**src/rtl/vid_sync_decoder.sv**
```systemverilog
module vid_sync_decoder #(
  parameter int LW = 8
) (
  input  logic            clk,
  input  logic            rst_n,
  input  logic            cfg_neg_edge,
  input  logic            cfg_dbl_rate,
  input  logic            cfg_dec_en,
  input  logic            cfg_stat_clr,
  input  logic            host_wr,
  input  logic [2*LW-1:0] vin_data,
  output logic            hs_out,
  output logic            vs_out,
  output logic            fld_out,
  output logic            act_out,
  output logic [2*LW-1:0] pix_out,
  output logic [7:0]      stat_q
);
  localparam int BW = 2 * LW;
  localparam logic [LW-1:0] ONES = {LW{1'b1}};
  localparam logic [LW-1:0] ZERO = '0;

  logic [BW-1:0] cap_p, cap_n;
  always_ff @(posedge clk or negedge rst_n)
    if (!rst_n) cap_p <= '0;
    else        cap_p <= vin_data;
  always_ff @(negedge clk or negedge rst_n)
    if (!rst_n) cap_n <= '0;
    else        cap_n <= vin_data;

  logic [BW-1:0] word, pw;
  logic [LW-1:0] sym;
  assign word = cfg_neg_edge ? cap_n : cap_p;
  assign sym  = cfg_dbl_rate ? word[LW-1:0] : word[BW-1:LW];
  assign pw   = cfg_dbl_rate ? {{LW{1'b0}}, word[LW-1:0]} : word;

  logic [LW-1:0] d0, d1, d2;
  logic [BW-1:0] w0, w1, w2;
  logic t0, t1, t2;
  logic in_line, vb_q, fd_q, hs_q;

  logic [7:0] xy;
  logic fb, vb, hb, prot_ok, prefix, code_ok, anc_hit, act_state;
  assign xy      = sym[LW-1 -: 8];
  assign fb      = xy[6];
  assign vb      = xy[5];
  assign hb      = xy[4];
  assign prot_ok = xy[3:0] == {vb ^ hb, fb ^ hb, fb ^ vb, fb ^ vb ^ hb};
  assign prefix  = d2 == ONES && d1 == ZERO && d0 == ZERO;
  assign code_ok = cfg_dec_en && prefix && xy[7] && prot_ok;
  assign anc_hit = cfg_dec_en && d1 == ZERO && d0 == ONES && sym == ONES;
  assign act_state = in_line & ~vb_q;

  logic [7:0] set_v;
  assign set_v = {1'b0,
                  code_ok & ~hb,
                  code_ok & hb,
                  anc_hit,
                  code_ok & ~hb & vb,
                  code_ok & fb,
                  code_ok & hb,
                  code_ok & vb};

  always_ff @(posedge clk or negedge rst_n)
    if (!rst_n) begin
      d0 <= '0; d1 <= '0; d2 <= '0;
      w0 <= '0; w1 <= '0; w2 <= '0;
      t0 <= 1'b0; t1 <= 1'b0; t2 <= 1'b0;
      act_out <= 1'b0;
      pix_out <= '0;
    end else begin
      d0 <= sym; d1 <= d0; d2 <= d1;
      w0 <= pw;  w1 <= w0; w2 <= w1;
      t0 <= act_state & ~code_ok;
      t1 <= t0 & ~code_ok;
      t2 <= t1 & ~code_ok;
      act_out <= t2 & ~code_ok;
      pix_out <= w2;
    end

  always_ff @(posedge clk or negedge rst_n)
    if (!rst_n) begin
      in_line <= 1'b0; vb_q <= 1'b0; fd_q <= 1'b0; hs_q <= 1'b0;
    end else if (code_ok) begin
      in_line <= ~hb;
      hs_q    <= hb;
      vb_q    <= vb;
      fd_q    <= fb;
    end

  always_ff @(posedge clk or negedge rst_n)
    if (!rst_n)                      stat_q <= '0;
    else if (host_wr | cfg_stat_clr) stat_q <= '0;
    else                             stat_q <= stat_q | set_v;

  assign hs_out  = hs_q;
  assign vs_out  = vb_q;
  assign fld_out = fd_q;
endmodule


```
**config.mk**
```make
export PLATFORM = sky130hd
export DESIGN_NAME = vid_sync_decoder
export DESIGN_NICKNAME = d
export VERILOG_FILES = /design/src/rtl/vid_sync_decoder.sv
export SDC_FILE = /design/constraint.sdc
export NUM_CORES = 1
export LEC_CHECK = 0
export BUFFER_PORTS_ARGS = -buffer_cell sky130_fd_sc_hd__buf_2
export CAP_MARGIN = 20
export CORE_AREA = 5 5 98 100
export DETAILED_ROUTE_END_ITERATION = 8
export DIE_AREA = 0 0 103 105
export GPL_TIMING_DRIVEN = 0
export PLACE_DENSITY = 0.7
export SYNTH_ARGS = -nofsm -noshare
export SYNTH_HDL_FRONTEND = slang
export SYNTH_SLANG_ARGS = --single-unit
export TNS_END_PERCENT = 50
```
**constraint.sdc**
```tcl
create_clock -name clk -period 4.37 [get_ports clk]
set_input_delay 0.2185 -clock clk [delete_from_list [all_inputs] [get_ports clk]]
set_output_delay 0.2185 -clock clk [all_outputs]
set_load 0.05 [all_outputs]
```
==> flow_metrics.env, run 1 <==
export IMPL_sequential_fraction_of_the_synthesis_area_pct=80.4
export IMPL_cts_buffers=17
export IMPL_postSynthCellCount=226
export IMPL_routed_wl_um=7650
export IMPL_htree_levels=4
export IMPL_drv_cap=0
export IMPL_postSynthNetCount=250
export IMPL_nets=350
export IMPL_vias=2192
export IMPL_antenna_cells=0
export IMPL_post_drt_via_cell_ratio=4.91
export IMPL_peakVddDrop_uv=255
export IMPL_synth_compound_gate_area_share_pct=2.56
export IMPL_drt_wirelength_per_cell_um=17.1
export IMPL_slowest_delay_ns=0.55
export IMPL_synth_top_family_by_area="multiplexers"
export IMPL_initial_utilization_pct=48.9
export IMPL_number_of_antenna_violating_nets_in_the_routed_design=0
export IMPL_stdcell_area_sq_um=5590
export IMPL_pwr_share_seq_pct=45.6
export IMPL_fp_row_count=34
export IMPL_yosysUniqueCellTypes=37
export IMPL_final_setup_violating_endpoints=5
export IMPL_cts_tree="yes"
export IMPL_crit_family="multiplexers"
export IMPL_numClockSinks=135
export IMPL_grtUsageTotal_pct=15.5
export IMPL_post_dp_cell_area_sq_um=4620
export IMPL_core_sq_um=8590
export IMPL_worstSetupPathType="flop to flop"
export IMPL_cts_root_buf="clkbuf_8"
export IMPL_grt_pass1_wl_um=12200
export IMPL_drive_gt1_share_pct=37.0
export IMPL_post_synth_top_area_fraction_pct=70.9
export IMPL_antenna_found_initial=0
export IMPL_nFillCells=594
export IMPL_path_clk_slew_ns=0.06
export IMPL_synth_seq_cells=135
export IMPL_design_power_total_w=0.00299
export IMPL_synthTopCellsByArea="dfrtp_1 71%, dfrtn_1 9.5%, mux4_2 4.3%"
export IMPL_worstSetupEndpointType="flop"
export IMPL_power_frac_clock_pct=46.8
export IMPL_maximum_fanout_along_the_worst_path=6
export IMPL_drv_slew=0
export IMPL_place_detailed_hpwl_um=4240
export IMPL_total_of_warnings_raised_by_yosys=0
export IMPL_final_cell_mix="119 x dfrtp_1, 47 x buf_2, 19 x dlygate4sd3_1"
export IMPL_number_of_placed_instances_with_taps_included=382
export IMPL_power_share_combinational_pct=7.6
export IMPL_grt_overflow_total=0
export IMPL_maximum_clock_skew_at_final_layout_ns=0.0726
export IMPL_routabilityCongestion=0.756
export IMPL_netSwitchingPower_w=0.000658
export IMPL_synthesis_area_per_instance_sq_um=18.6
export IMPL_yosys_mux_area_fraction_pct=9.23
export IMPL_fin_ws_ns=-0.0482
export IMPL_p_per_area_nw_per_um2=535
export IMPL_floorplan_die_width_um=103
export IMPL_timing_critical_path_mode_cell="buf_4"
export IMPL_insertion_delay_ns=0.51
export IMPL_hold_violations=0
export IMPL_rsz0062_at_grt="true"
export IMPL_synth_cell_area_sq_um=4200
export IMPL_synth_adder_area_share_pct=0.298
export IMPL_crit_arrival_ns=4.81
export IMPL_layout_cells_most_common="dfrtp_1"
export IMPL_vias_in_the_first_global_route=2367
export IMPL_final_hold_worst_slack_ns=0.152
export IMPL_synth_edf_count=0
export IMPL_netlist_top_cell_by_area="dfrtp_1"
export IMPL_slowest_stage_cell_on_the_critical_path="mux4_2"
export IMPL_hold_path_class="input pin to async pin"
export IMPL_instances_no_fill=446
export IMPL_run_status="finished, violations left"
export IMPL_cell_internal_pwr_w=0.00233
export IMPL_worstPathBufferInverterCount=3
export IMPL_yosys_most_used_dff="dfrtp_1"
export IMPL_failed_checks="setup timing"
export IMPL_synth_async_reset_ratio_pct=100
export IMPL_leakage_nw=2.59
export IMPL_area_delta_synth_final_pct=33.1
export IMPL_drcViolationCount=0
export IMPL_simple_gate_share_of_the_synthesized_area_pct=5.00
export IMPL_first_drt_pass_iteration_count=4
export IMPL_final_core_utilization_pct=65.1
export IMPL_io_buffers=47
export IMPL_die_y_um=105
export IMPL_path_cells="mux4_2, buf_4, buf_4, xor2_2, xnor2_2, nand3_2, buf_6, mux2_4"
export IMPL_slew_of_the_pin_with_the_lowest_slew_margin_ns=0.758
export IMPL_clock_path_buffers=2
export IMPL_required_time_of_the_critical_path_ns=4.77
export IMPL_design_die_area_sq_um=10800
export IMPL_startpoint_kind_of_the_worst_setup_timing_path="flop"
export IMPL_switching_share_pct=22.0
export IMPL_slew_headroom_pct=49.5
export IMPL_synth_xor_area_share_pct=1.04
export IMPL_initialDrtViolationCount=106
export IMPL_floorplan_io_pins=51
export IMPL_maximum_number_of_pins_on_one_net_before_global_route_repair=105
==> final cells by class <==
cell class | count | area (sq um) | share of cell area [%]
flip-flops and latches | 135 | 3380 | 60.4
well taps | 108 | 135 | 2.42
repair buffers | 81 | 568 | 10.2
clock inverters | 7 | 120 | 2.15
clock buffers | 24 | 470 | 8.41
multi-input cells | 82 | 862 | 15.4
plain buffers | 7 | 50.0 | 0.895
inverters | 2 | 7.51 | 0.134
==> per-layer routing <==
layer	track usage, %	part of all wire [%]	wire, um
met5	0	0	0
met4	8.23	3.4	261
met3	5.26	5.2	401
met2	23.6	53	4030
met1	19.6	39	2950
==> power by group through the flow <==
| stage | Combinational, W | Clock, W | Sequential, W |
|---|---|---|---|
| after floorplan | 0.0000700 | 0 | 0.00141 |
| after detailed placement | 0.000173 | 0 | 0.00138 |
| after CTS | 0.000207 | 0.00142 | 0.00136 |
| after global routing | 0.000245 | 0.00149 | 0.00137 |
| final | 0.000228 | 0.00140 | 0.00136 |
| after global placement | 0.000167 | 0 | 0.00138 |
==> stage by stage <==
stage | TNS, ns | worst slack, ns
3_3_place_gp | -10.0 | -0.571
5_1_grt | -0.540 | -0.101
2_1_floorplan | 0 | 0.00446
6_report | -0.109 | -0.0482
3_5_place_dp | -1.14 | -0.238
4_1_cts | -0.0622 | -0.0473
==> synthesized netlist by cell type (2+ instances only) <==
| master | number |
|---|---|
| nand4_1 | 4 |
| o21a_1 | 3 |
| and2_1 | 3 |
| o21ai_1 | 2 |
| nor2_1 | 10 |
| nor3_1 | 4 |
| nand2_1 | 6 |
| dfrtn_1 | 16 |
| nor4b_1 | 2 |
| inv_1 | 2 |
| buf_6 | 2 |
| nor4bb_1 | 2 |
| mux2i_1 | 8 |
| buf_4 | 2 |
| mux2_2 | 10 |
| dfrtp_1 | 119 |
| mux4_2 | 8 |
| xor2_1 | 4 |
==> registers in the layout, indices dropped and copies added (netlist names) <==
name,count
t2,1
w1,16
cap_n,16
stat_q,7
d2,8
t1,1
d1,8
hs_out,1
pix_out,16
cap_p,16
d0,8
act_out,1
w2,16
w0,16
vs_out,1
t0,1
fld_out,1
in_line,1
==> final timing paths <==
check,start,end,slack (ns),cells after the start
max in group asynchronous,rst_n,cap_n[6],1.28,3
min in group clk,cfg_neg_edge,d0[0],0.20,2
worst max-delay path,cap_n[4],vs_out,-0.05,8
worst min-delay path,rst_n,w0[2],0.15,2
worst max register to register,cap_n[4],vs_out,-0.05,8
worst min register to register,w2[4],pix_out[4],0.35,0
==> repair_timing <==
| item | in CTS | in global routing |
|---|---|---|
| pin swaps | 4 | 4 |
| setup endpoints to repair | 6 | 11 |
| hold buffers | 19 | 0 |
| setup buffers | 9 | 5 |
| endpoints found under the hold margin | 66 | 0 |
| resized for setup | 5 | 8 |
==> cell families (layout without fill, tap and decap cells) <==
| group | after synthesis | after routing |
|---|---|---|
| XOR/XNOR | 5 | 5 |
| adder cells (fa/ha/maj) | 1 | 1 |
| multiplexers | 27 | 27 |
| other | 1 | 1 |
| AND/OR/NAND/NOR | 37 | 37 |
| buffers and inverters | 9 | 121 |
| flip-flops | 135 | 135 |
| AO/OA/AOI/OAI | 11 | 11 |
No activity file was read; power rests on OpenSTA's default activity.
==> inputs of run 2 (changes only) <==
- REMOVE_ABC_BUFFERS: unset -> 1
==> flow_metrics.env, run 2 (synthesis results as in run 1) <==
export IMPL_slew_headroom_pct=53.8
export IMPL_antenna_found_initial=0
export IMPL_number_of_antenna_violating_nets_in_the_routed_design=0
export IMPL_p_per_area_nw_per_um2=531
export IMPL_slowest_delay_ns=0.55
export IMPL_cts_buffers=17
export IMPL_maximum_fanout_along_the_worst_path=7
export IMPL_clock_path_buffers=2
export IMPL_final_setup_violating_endpoints=0
export IMPL_path_clk_slew_ns=0.06
export IMPL_nets=339
export IMPL_drv_cap=0
export IMPL_design_die_area_sq_um=10800
export IMPL_final_cell_mix="119 x dfrtp_1, 48 x buf_2, 19 x dlygate4sd3_1"
export IMPL_routed_wl_um=6760
export IMPL_htree_levels=4
export IMPL_startpoint_kind_of_the_worst_setup_timing_path="flop"
export IMPL_maximum_number_of_pins_on_one_net_before_global_route_repair=80
export IMPL_die_y_um=105
export IMPL_cts_tree="yes"
export IMPL_switching_share_pct=22.4
export IMPL_floorplan_die_width_um=103
export IMPL_layout_cells_most_common="dfrtp_1"
export IMPL_rsz0062_at_grt="true"
export IMPL_reg2reg_from="cap_n[4]"
export IMPL_design_power_total_w=0.00289
export IMPL_cts_root_buf="clkbuf_8"
export IMPL_slowest_stage_cell_on_the_critical_path="mux4_2"
export IMPL_hold_violations=0
export IMPL_core_sq_um=8590
export IMPL_grtUsageTotal_pct=14.7
export IMPL_drive_gt1_share_pct=35.7
export IMPL_place_detailed_hpwl_um=4060
export IMPL_number_of_placed_instances_with_taps_included=377
export IMPL_path_cells="mux4_2, ha_4, xor2_2, a2111oi_4, nand3_4, buf_4, o41ai_2"
export IMPL_power_share_combinational_pct=6.8
export IMPL_required_time_of_the_critical_path_ns=4.77
export IMPL_maximum_clock_skew_at_final_layout_ns=0.0705
export IMPL_drcViolationCount=0
export IMPL_floorplan_io_pins=51
export IMPL_crit_start="cap_n[4]"
export IMPL_run_status="completed"
export IMPL_worstPathBufferInverterCount=1
export IMPL_power_frac_clock_pct=46.0
export IMPL_initial_utilization_pct=48.9
export IMPL_post_drt_via_cell_ratio=4.83
export IMPL_netSwitchingPower_w=0.000646
export IMPL_drt_wirelength_per_cell_um=15.5
export IMPL_instances_no_fill=436
export IMPL_drv_slew=0
export IMPL_area_delta_synth_final_pct=29.5
export IMPL_crit_arrival_ns=4.75
export IMPL_grt_overflow_total=0
export IMPL_hold_path_class="input pin to flop"
export IMPL_worstSetupPathType="flop to flop"
export IMPL_vias=2106
export IMPL_reg2reg_setup_slack_ns=0.02
export IMPL_grt_pass1_wl_um=12100
export IMPL_first_drt_pass_iteration_count=4
export IMPL_crit_family="multiplexers"
export IMPL_vias_in_the_first_global_route=2402
export IMPL_initialDrtViolationCount=93
export IMPL_pwr_share_seq_pct=47.2
export IMPL_io_buffers=49
export IMPL_cell_internal_pwr_w=0.00224
export IMPL_fp_row_count=34
export IMPL_worstSetupEndpointType="flop"
export IMPL_hold_path_startpoint="cfg_dbl_rate"
export IMPL_routabilityCongestion=0.782
export IMPL_insertion_delay_ns=0.50
export IMPL_antenna_cells=0
export IMPL_leakage_nw=2.52
export IMPL_slew_of_the_pin_with_the_lowest_slew_margin_ns=0.693
export IMPL_numClockSinks=135
export IMPL_peakVddDrop_uv=293
[run 2: cell count changes in the layout (fill, tap and decap cells not counted), moves of 2 or more]
cell	previous run	this run
xor2_4	2	0
clkinv_2	0	4
clkinv_4	0	2
buf_6	4	2
buf_4	15	7
clkbuf_1	5	1
xor2_1	0	2
[run 2: area by class of cell]
cell class,instances,area [sq um]
flip-flops and latches,135,3380
fillers,615,3150
multi-input cells,82,812
repair buffers,77,533
clock buffers,20,445
well taps,108,135
clock inverters,12,128
inverters,2,7.51
[run 2: per-layer routing]
| layer | part of all wire (%) | global-route usage (%) | up-vias |
|---|---|---|---|
| li1 | - | - | 958 |
| met1 | 42 | 19.3 | 1106 |
| met2 | 53 | 22.8 | 38 |
| met3 | 3.8 | 5.13 | 4 |
| met4 | 0.89 | 5.27 | 0 |
| met5 | 0 | 0 | - |
[run 2: power by group through the flow]
stage               registers (W)  clock network, W  logic (W)
finish                    0.00136           0.00133   0.000196
global route              0.00137           0.00142   0.000214
CTS                       0.00136           0.00136   0.000195
detailed placement        0.00138                 0   0.000168
global placement          0.00138                 0   0.000161
floorplan                 0.00141                 0  0.0000603
[run 2: path summary, 6_finish.rpt]
kind,end,depth (start not counted)
worst max-delay path,stat_q[6],7
worst min-delay path,w0[11],2
worst max register to register,stat_q[6],7
worst min register to register,w2[1],0
max in group asynchronous,cap_n[14],3
min in group asynchronous,w0[9],2
[run 2: worst register-to-register path: stages (launching register included)]
cell and delay, ns:
dfrtn_1 0.33, mux4_2 0.55, ha_4 0.28, xor2_2 0.20, a2111oi_4 0.25, nand3_4 0.17, buf_4 0.18, o41ai_2 0.18
[run 2: what timing repair did]
action / in CTS / in global routing
setup endpoints to repair: 14 / 10
hold buffers: 19 / 0
gates resized for setup: 7 / 2
endpoints found under the hold margin: 64 / 0
buffers inserted: 7 / 1
pin swaps: 3 / 2
[run 2: per-stage QoR]
stage               hold slack (ns)  util, %  area [sq um]  worst slack (ns)  setup TNS, ns
finish                        0.119     63.3          5440            0.0193              0
CTS                          0.0948     63.1          5420          -0.00917       -0.00917
detailed placement            0.208     53.1          4570            -0.389          -4.02
floorplan                   -0.0771        -          4150            -0.175         -0.797
global placement              0.332     52.7          4530            -0.604         -12.92
global route                  0.110     63.3          5440           -0.0735         -0.367
